===== src/rtl/dss_pkg.sv =====
package dss_pkg;
  localparam int FLD_W = 8;
  localparam logic [1:0] ADDR_CTRL = 2'd0;
  localparam logic [1:0] ADDR_GOOD = 2'd1;
  localparam logic [1:0] ADDR_OFF  = 2'd2;
  localparam logic [1:0] ADDR_CMD  = 2'd3;

  typedef enum logic [2:0] {
    ST_ACTIVE    = 3'd0,
    ST_OFF_HOLD  = 3'd1,
    ST_OFF_WAIT  = 3'd2,
    ST_RAIL_WAIT = 3'd3,
    ST_OSC_WAIT  = 3'd4
  } seqState_t;

  typedef struct packed {
    logic loadOff;
    logic loadRail;
    logic loadOsc;
    logic countFast;
    logic countSlow;
  } seqStrobe_t;
endpackage


===== src/rtl/dss_tick.sv =====
module dss_tick #(
  parameter int PRESCALE = 4,
  parameter int SLOW_DIV = 4
) (
  input  logic clk,
  input  logic rstN,
  output logic fastTick,
  output logic slowTick
);
  localparam int PW = (PRESCALE > 1) ? $clog2(PRESCALE) : 1;
  localparam int SW = (SLOW_DIV > 1) ? $clog2(SLOW_DIV) : 1;
  localparam logic [PW-1:0] P_LAST = PW'(PRESCALE - 1);
  localparam logic [SW-1:0] S_LAST = SW'(SLOW_DIV - 1);

  logic [PW-1:0] preCnt;
  logic [SW-1:0] slowCnt;

  assign fastTick = (preCnt == P_LAST);
  assign slowTick = fastTick && (slowCnt == S_LAST);

  always_ff @(posedge clk or negedge rstN) begin
    if (!rstN) begin
      preCnt  <= '0;
      slowCnt <= '0;
    end else begin
      preCnt <= fastTick ? '0 : preCnt + 1'b1;
      if (fastTick) slowCnt <= (slowCnt == S_LAST) ? '0 : slowCnt + 1'b1;
    end
  end
endmodule


===== src/rtl/dss_dpath.sv =====
module dss_dpath
  import dss_pkg::*;
#(
  parameter int DATA_W    = 16,
  parameter int OFF_W     = 16,
  parameter int RAIL_DEF  = 4,
  parameter int OSC_DEF   = 2,
  parameter int OFF_DEF   = 8
) (
  input  logic              clk,
  input  logic              rstN,
  input  logic              regWe,
  input  logic [1:0]        regAddr,
  input  logic [DATA_W-1:0] regData,
  input  seqStrobe_t        stb,
  input  logic              fastTick,
  input  logic              slowTick,
  input  logic              reqActive,
  output logic              sleepCmd,
  output logic              tmrZero,
  output logic              coreReqPin,
  output logic              clkReqPin,
  output logic              clkReqOe
);
  logic [2:0]       ctrlReg;
  logic [FLD_W-1:0] railCnt, oscCnt;
  logic [OFF_W-1:0] offTime, tmrCnt;
  logic [FLD_W-1:0] newRail, newOsc;
  logic             tickHit;

  assign newRail  = regData[FLD_W-1:0];
  assign newOsc   = regData[2*FLD_W-1:FLD_W];
  assign sleepCmd = regWe && (regAddr == ADDR_CMD) && regData[0];
  assign tmrZero  = (tmrCnt == '0);
  assign tickHit  = (stb.countFast && fastTick) || (stb.countSlow && slowTick);

  always_ff @(posedge clk or negedge rstN) begin
    if (!rstN) begin
      ctrlReg <= '0;
      railCnt <= FLD_W'(RAIL_DEF);
      oscCnt  <= FLD_W'(OSC_DEF);
      offTime <= OFF_W'(OFF_DEF);
    end else if (regWe) begin
      case (regAddr)
        ADDR_CTRL: ctrlReg <= regData[2:0];
        ADDR_GOOD: if (newRail != '0 && newOsc != '0) begin
          railCnt <= newRail;
          oscCnt  <= newOsc;
        end
        ADDR_OFF: if (regData[OFF_W-1:0] != '0) offTime <= regData[OFF_W-1:0];
        default: ;
      endcase
    end
  end

  always_ff @(posedge clk or negedge rstN) begin
    if (!rstN)                       tmrCnt <= '0;
    else if (stb.loadOff)            tmrCnt <= offTime;
    else if (stb.loadRail)           tmrCnt <= OFF_W'(railCnt);
    else if (stb.loadOsc)            tmrCnt <= OFF_W'(oscCnt);
    else if (tickHit && !tmrZero)    tmrCnt <= tmrCnt - 1'b1;
  end

  assign coreReqPin = reqActive ^ ctrlReg[0];
  assign clkReqOe   = ctrlReg[2];
  assign clkReqPin  = ctrlReg[2] ? (reqActive ^ ctrlReg[1]) : 1'b0;

  a_r9_off_zero_keep: assert property (@(posedge clk) disable iff (!rstN)
    (regWe && regAddr == ADDR_OFF && regData[OFF_W-1:0] == '0) |=> $stable(offTime));
  a_r9_good_zero_keep: assert property (@(posedge clk) disable iff (!rstN)
    (regWe && regAddr == ADDR_GOOD && (newRail == '0 || newOsc == '0))
      |=> ($stable(railCnt) && $stable(oscCnt)));
  a_r3_gated_low: assert property (@(posedge clk) disable iff (!rstN)
    !clkReqOe |-> !clkReqPin);
endmodule


===== src/rtl/dss_ctrl.sv =====
module dss_ctrl
  import dss_pkg::*;
(
  input  logic       clk,
  input  logic       rstN,
  input  logic       sleepCmd,
  input  logic       wakeEvt,
  input  logic       tmrZero,
  output seqStrobe_t stb,
  output logic       reqActive,
  output logic       readyPulse
);
  seqState_t stateQ, stateNext;
  logic      wakePend;

  always_comb begin
    stateNext = stateQ;
    stb       = '0;
    case (stateQ)
      ST_ACTIVE: if (sleepCmd) begin
        stateNext   = ST_OFF_HOLD;
        stb.loadOff = 1'b1;
      end
      ST_OFF_HOLD: begin
        stb.countFast = 1'b1;
        if (tmrZero) begin
          if (wakePend || wakeEvt) begin
            stateNext    = ST_RAIL_WAIT;
            stb.loadRail = 1'b1;
          end else begin
            stateNext = ST_OFF_WAIT;
          end
        end
      end
      ST_OFF_WAIT: if (wakeEvt) begin
        stateNext    = ST_RAIL_WAIT;
        stb.loadRail = 1'b1;
      end
      ST_RAIL_WAIT: begin
        stb.countFast = 1'b1;
        if (tmrZero) begin
          stateNext   = ST_OSC_WAIT;
          stb.loadOsc = 1'b1;
        end
      end
      ST_OSC_WAIT: begin
        stb.countSlow = 1'b1;
        if (tmrZero) stateNext = ST_ACTIVE;
      end
      default: stateNext = ST_ACTIVE;
    endcase
  end

  always_ff @(posedge clk or negedge rstN) begin
    if (!rstN) begin
      stateQ     <= ST_ACTIVE;
      wakePend   <= 1'b0;
      readyPulse <= 1'b0;
    end else begin
      stateQ     <= stateNext;
      readyPulse <= (stateQ == ST_OSC_WAIT) && (stateNext == ST_ACTIVE);
      if (stateQ == ST_OFF_HOLD) wakePend <= wakePend || wakeEvt;
      else                       wakePend <= 1'b0;
    end
  end

  assign reqActive = (stateQ != ST_OFF_HOLD) && (stateQ != ST_OFF_WAIT);

  a_r8_ready_single: assert property (@(posedge clk) disable iff (!rstN)
    readyPulse |=> !readyPulse);
  a_r5_hold_min_off: assert property (@(posedge clk) disable iff (!rstN)
    (stateQ == ST_OFF_HOLD && !tmrZero) |=> (stateQ == ST_OFF_HOLD));
  a_r6_latched_wake: assert property (@(posedge clk) disable iff (!rstN)
    (stateQ == ST_OFF_HOLD && tmrZero && wakePend) |=> (stateQ == ST_RAIL_WAIT));
  a_r7_osc_after_rail: assert property (@(posedge clk) disable iff (!rstN)
    (stateQ == ST_OSC_WAIT && $past(stateQ) != ST_OSC_WAIT) |-> ($past(stateQ) == ST_RAIL_WAIT));
  a_r10_no_resleep: assert property (@(posedge clk) disable iff (!rstN)
    (stateQ == ST_RAIL_WAIT && sleepCmd && !tmrZero) |=> (stateQ == ST_RAIL_WAIT));
endmodule


===== src/rtl/deep_sleep_seq.sv =====
module deep_sleep_seq
  import dss_pkg::*;
#(
  parameter int PRESCALE = 4,
  parameter int SLOW_DIV = 4,
  parameter int DATA_W   = 16,
  parameter int OFF_W    = 16,
  parameter int RAIL_DEF = 4,
  parameter int OSC_DEF  = 2,
  parameter int OFF_DEF  = 8
) (
  input  logic              clk,
  input  logic              rstN,
  input  logic              regWe,
  input  logic [1:0]        regAddr,
  input  logic [DATA_W-1:0] regData,
  input  logic              wakeEvt,
  output logic              coreReq,
  output logic              clkReq,
  output logic              clkReqOe,
  output logic              ready
);
  logic       fastTick, slowTick, sleepCmd, tmrZero, reqActive;
  seqStrobe_t stb;

  dss_tick #(.PRESCALE(PRESCALE), .SLOW_DIV(SLOW_DIV)) uTick (
    .clk(clk), .rstN(rstN), .fastTick(fastTick), .slowTick(slowTick));

  dss_ctrl uCtrl (
    .clk(clk), .rstN(rstN), .sleepCmd(sleepCmd), .wakeEvt(wakeEvt),
    .tmrZero(tmrZero), .stb(stb), .reqActive(reqActive), .readyPulse(ready));

  dss_dpath #(.DATA_W(DATA_W), .OFF_W(OFF_W), .RAIL_DEF(RAIL_DEF),
              .OSC_DEF(OSC_DEF), .OFF_DEF(OFF_DEF)) uDpath (
    .clk(clk), .rstN(rstN), .regWe(regWe), .regAddr(regAddr), .regData(regData),
    .stb(stb), .fastTick(fastTick), .slowTick(slowTick), .reqActive(reqActive),
    .sleepCmd(sleepCmd), .tmrZero(tmrZero), .coreReqPin(coreReq),
    .clkReqPin(clkReq), .clkReqOe(clkReqOe));
endmodule


===== config.mk =====
export PLATFORM = sky130hd
export DESIGN_NAME = deep_sleep_seq
export DESIGN_NICKNAME = d
export VERILOG_FILES = /design/src/rtl/dss_pkg.sv /design/src/rtl/dss_tick.sv /design/src/rtl/dss_dpath.sv /design/src/rtl/dss_ctrl.sv /design/src/rtl/deep_sleep_seq.sv
export SDC_FILE = /design/constraint.sdc
export NUM_CORES = 1
export LEC_CHECK = 0
export ABC_AREA = 1
export CAP_MARGIN = 20
export CORE_UTILIZATION = 50
export CTS_CLUSTER_SIZE = 10
export DETAILED_ROUTE_END_ITERATION = 10
export PLACE_DENSITY = 0.7
export SLEW_MARGIN = 20
export SYNTH_ARGS = -nofsm -noshare
export SYNTH_HDL_FRONTEND = slang
export SYNTH_SLANG_ARGS = --single-unit

===== constraint.sdc =====
create_clock -name clk -period 2.3 [get_ports clk]
set_clock_uncertainty 0.15 [all_clocks]
set_input_delay 0.69 -clock clk [delete_from_list [all_inputs] [get_ports clk]]
set_output_delay 0.69 -clock clk [all_outputs]
set_load 0.03 [all_outputs]

==> impl_metrics.csv <==
group,metric,value,unit
routing,post-route-drc-count,0,
finish,num-nets-final,507,
clocking,cts_tree,"done",
placed_design,dpl.hpwl,5550,um
floorplan,core_area,6060,um2
finish,stdcell_area,4040,um2
synthesis,netlist_area,3200,um2
setup_path,critical_path_required,1.46,ns
synthesis,yosys_warnings,0,
setup_path,cp-start-kind,"flip-flop",
floorplan,die_w,82.0,um
timing,max_freq,0.427,GHz
timing,finalHoldViolations,0,
floorplan,die_y,82.0,um
finish,diodes,0,
timing,tightest_slew,0.525,ns
grt,antenna_found_initial,0,
synthesis,ys.flop_type,"dfrtp_1",
run_status,status,"complete, but fails checks",
floorplan,fp-row-count,28,
timing,setup_viol,1,
clocking,root_buffer,"clkbuf_8",
grt,grt_pass1_wl,13300,um
power,power_frac_clock,0.442,
power,p_per_area,654,nW/um2
power,total_power,2.64,mW
timing,final_max_slew_viol_count,0,
synthesis,synth_edf_count,0,
synthesis,yosys.area.top_type,"dfrtp_1",
timing,rsz0062_at_grt,"true",
power,seq_power_share,0.464,
clocking,cts_buffers,9,
min_path,hold_class,"input port to async pin",
synthesis,synth_nets,449,
synthesis,synth-seq-cells,60,
floorplan,top_level_ports,26,
clocking,path_clk_slew,0.07,ns
synthesis,synth_top_area_share,0.446,
placed_design,port-buffer-count,25,
setup_path,crit_path_end_kind,"primary output",
synthesis,ys_top_cells_by_area,"dfrtp_1 45%, nand2_1 15%, o21ai_0 5.9%",
synthesis,synth.top_cells.by_count,"131 x nand2_1, 57 x dfrtp_1, 46 x nor2_1",
placed_design,place_area,3730,um2
routing,routedWlPerCell,14.2,um
routing,route.vias.total,2971,
flow_run,cap_violations,0,
grt,grtUsageTotal,0.273,
finish,fin_util,0.666,
routing,drtAntennaViolNets,0,
power,intPower,1.99,mW
timing,min_period,2.34,ns
floorplan,dieArea,6720,um2
clocking,clockBufferDepth,2,
synthesis,synth.distinct_cells,32,
routing,wl,7970,um
synthesis,synthCells,424,
power,max-vdd-ir-drop,0.434,mV
clocking,clk_latency,0.35,ns
routing,firstDrtPassIters,5,
synthesis,ys_seq_area_frac,0.470,
power,power_leakage,1.99,nW
power,p_switching,0.649,mW
finish,drive_gt1_frac,0.172,
setup_path,critPathMaxFanout,5,
grt,grt_pass1_vias,2821,
placed_design,dp_slack,-0.156,ns
finish,area_growth,26.2,%
placed_design,gp_congestion,0.872,
setup_path,cp.arrival,1.50,ns
timing,slew_headroom,0.650,
synthesis,syn_avg_cell_area,7.55,um2
routing,drt_iter0_drc,201,
grt,grt_overflow,0,
clocking,cts_hold_buf,0,
setup_path,path_class,"flip-flop to primary output",
placed_design,dp_cells,541,
synthesis,synthArstFlopShare,1.00,
finish,fin_cells,562,
clocking,cts.sinks,60,
timing,fin_ws,-0.0397,ns
power,switching_share,0.246,
routing,vias_per_cell,5.29,
floorplan,initial_utilization,0.528,
timing,hold_slack,0.165,ns
run_status,violations,"setup timing",
synthesis,yosysMostFrequentCell,"nand2_1",
grt,grt_max_degree,33,
setup_path,r2r_slack,0.20,ns
power,p_comb_frac,0.094,
timing,fin_tns_setup,-0.0397,ns
clocking,cts.htree.levels,3,
timing,period_share,1.02,
layout make-up:
class                   instances  area [um2]
clock buffers                   9         124
clock inverters                 7         115
fillers                       532        2020
inverters                      47         176
multi-input cells             308        1500
flip-flops and latches         60        1510
well taps                      75        93.8
repair buffers                 56         523
path summary, 6_finish.rpt:
| kind | start | to | cells past startpoint |
|---|---|---|---|
| worst min register to register | uTick.preCnt[0] | uTick.preCnt[0] | 1 |
| worst max-delay path | uCtrl.stateQ[1] | clkReq | 5 |
| min in group clk | uTick.preCnt[0] | uTick.preCnt[0] | 1 |
| worst max register to register | uDpath.tmrCnt[0] | uDpath.tmrCnt[0] | 11 |
| worst min-delay path | rstN | uDpath.railCnt[0] | 1 |
| max in group asynchronous | rstN | uDpath.offTime[3] | 2 |
cell usage in the layout (no fill, tap or decap), drive strengths merged, types with 4 or more instances in the layout:
master         instances
xnor2                  4
dfrtp                 57
buf                   34
clkbuf                 9
nand4                  5
a21oi                 15
inv                   47
nor2                  57
nand3                 34
nand2                137
clkdlybuf4s50         22
o21ai                 39
worst max-delay path, cell delays in order, from the launching register on:
cell and delay, ns:
dfrtp_2 0.45, nand3b_1 0.24, nand2_4 0.13, o21ai_2 0.05
a21oi_1 0.11, buf_4 0.17
power groups by stage:
stage                     Sequential (mW)  Clock, mW  Combinational, mW
after detailed placement             1.24          0              0.247
after CTS                            1.22       1.18              0.251
final                                1.23       1.17              0.247
after global routing                 1.23       1.22              0.283
after floorplan                      1.22          0              0.114
after global placement               1.24          0              0.241
metal layers:
layer	vias to the layer above	part of all wire	global-route usage
met1	1374	0.46	0.364
met2	106	0.47	0.427
met4	0	0.022	0.133
met5	-	0	0
li1	1474	-	-
met3	17	0.051	0.0467
registers in the layout, summed over array words and instances (netlist names):
name / flops
uCtrl.readyPulse: 1
uCtrl.stateQ: 3
uCtrl.wakePend: 1
uDpath.ctrlReg: 3
uDpath.offTime: 16
uDpath.oscCnt: 8
uDpath.railCnt: 8
uDpath.tmrCnt: 16
uTick.preCnt: 2
uTick.slowCnt: 2
logic make-up after synthesis:
group / after synthesis / synth area share
AO/OA/AOI/OAI: 59 / 0.0993
flip-flops: 60 / 0.470
XOR/XNOR: 7 / 0.0192
buffers and inverters: 57 / 0.0715
adder cells (fa/ha/maj): 3 / 0.0117
AND/OR/NAND/NOR: 238 / 0.328
timing repair:
| item | 4_1_cts | 5_1_grt |
|---|---|---|
| setup buffers | 4 | 0 |
| pin swaps | 1 | 3 |
| cloned | 0 | 1 |
| endpoints found under the setup margin | 2 | 15 |
| resized for setup | 4 | 7 |
(Power assumes the default switching activity.)
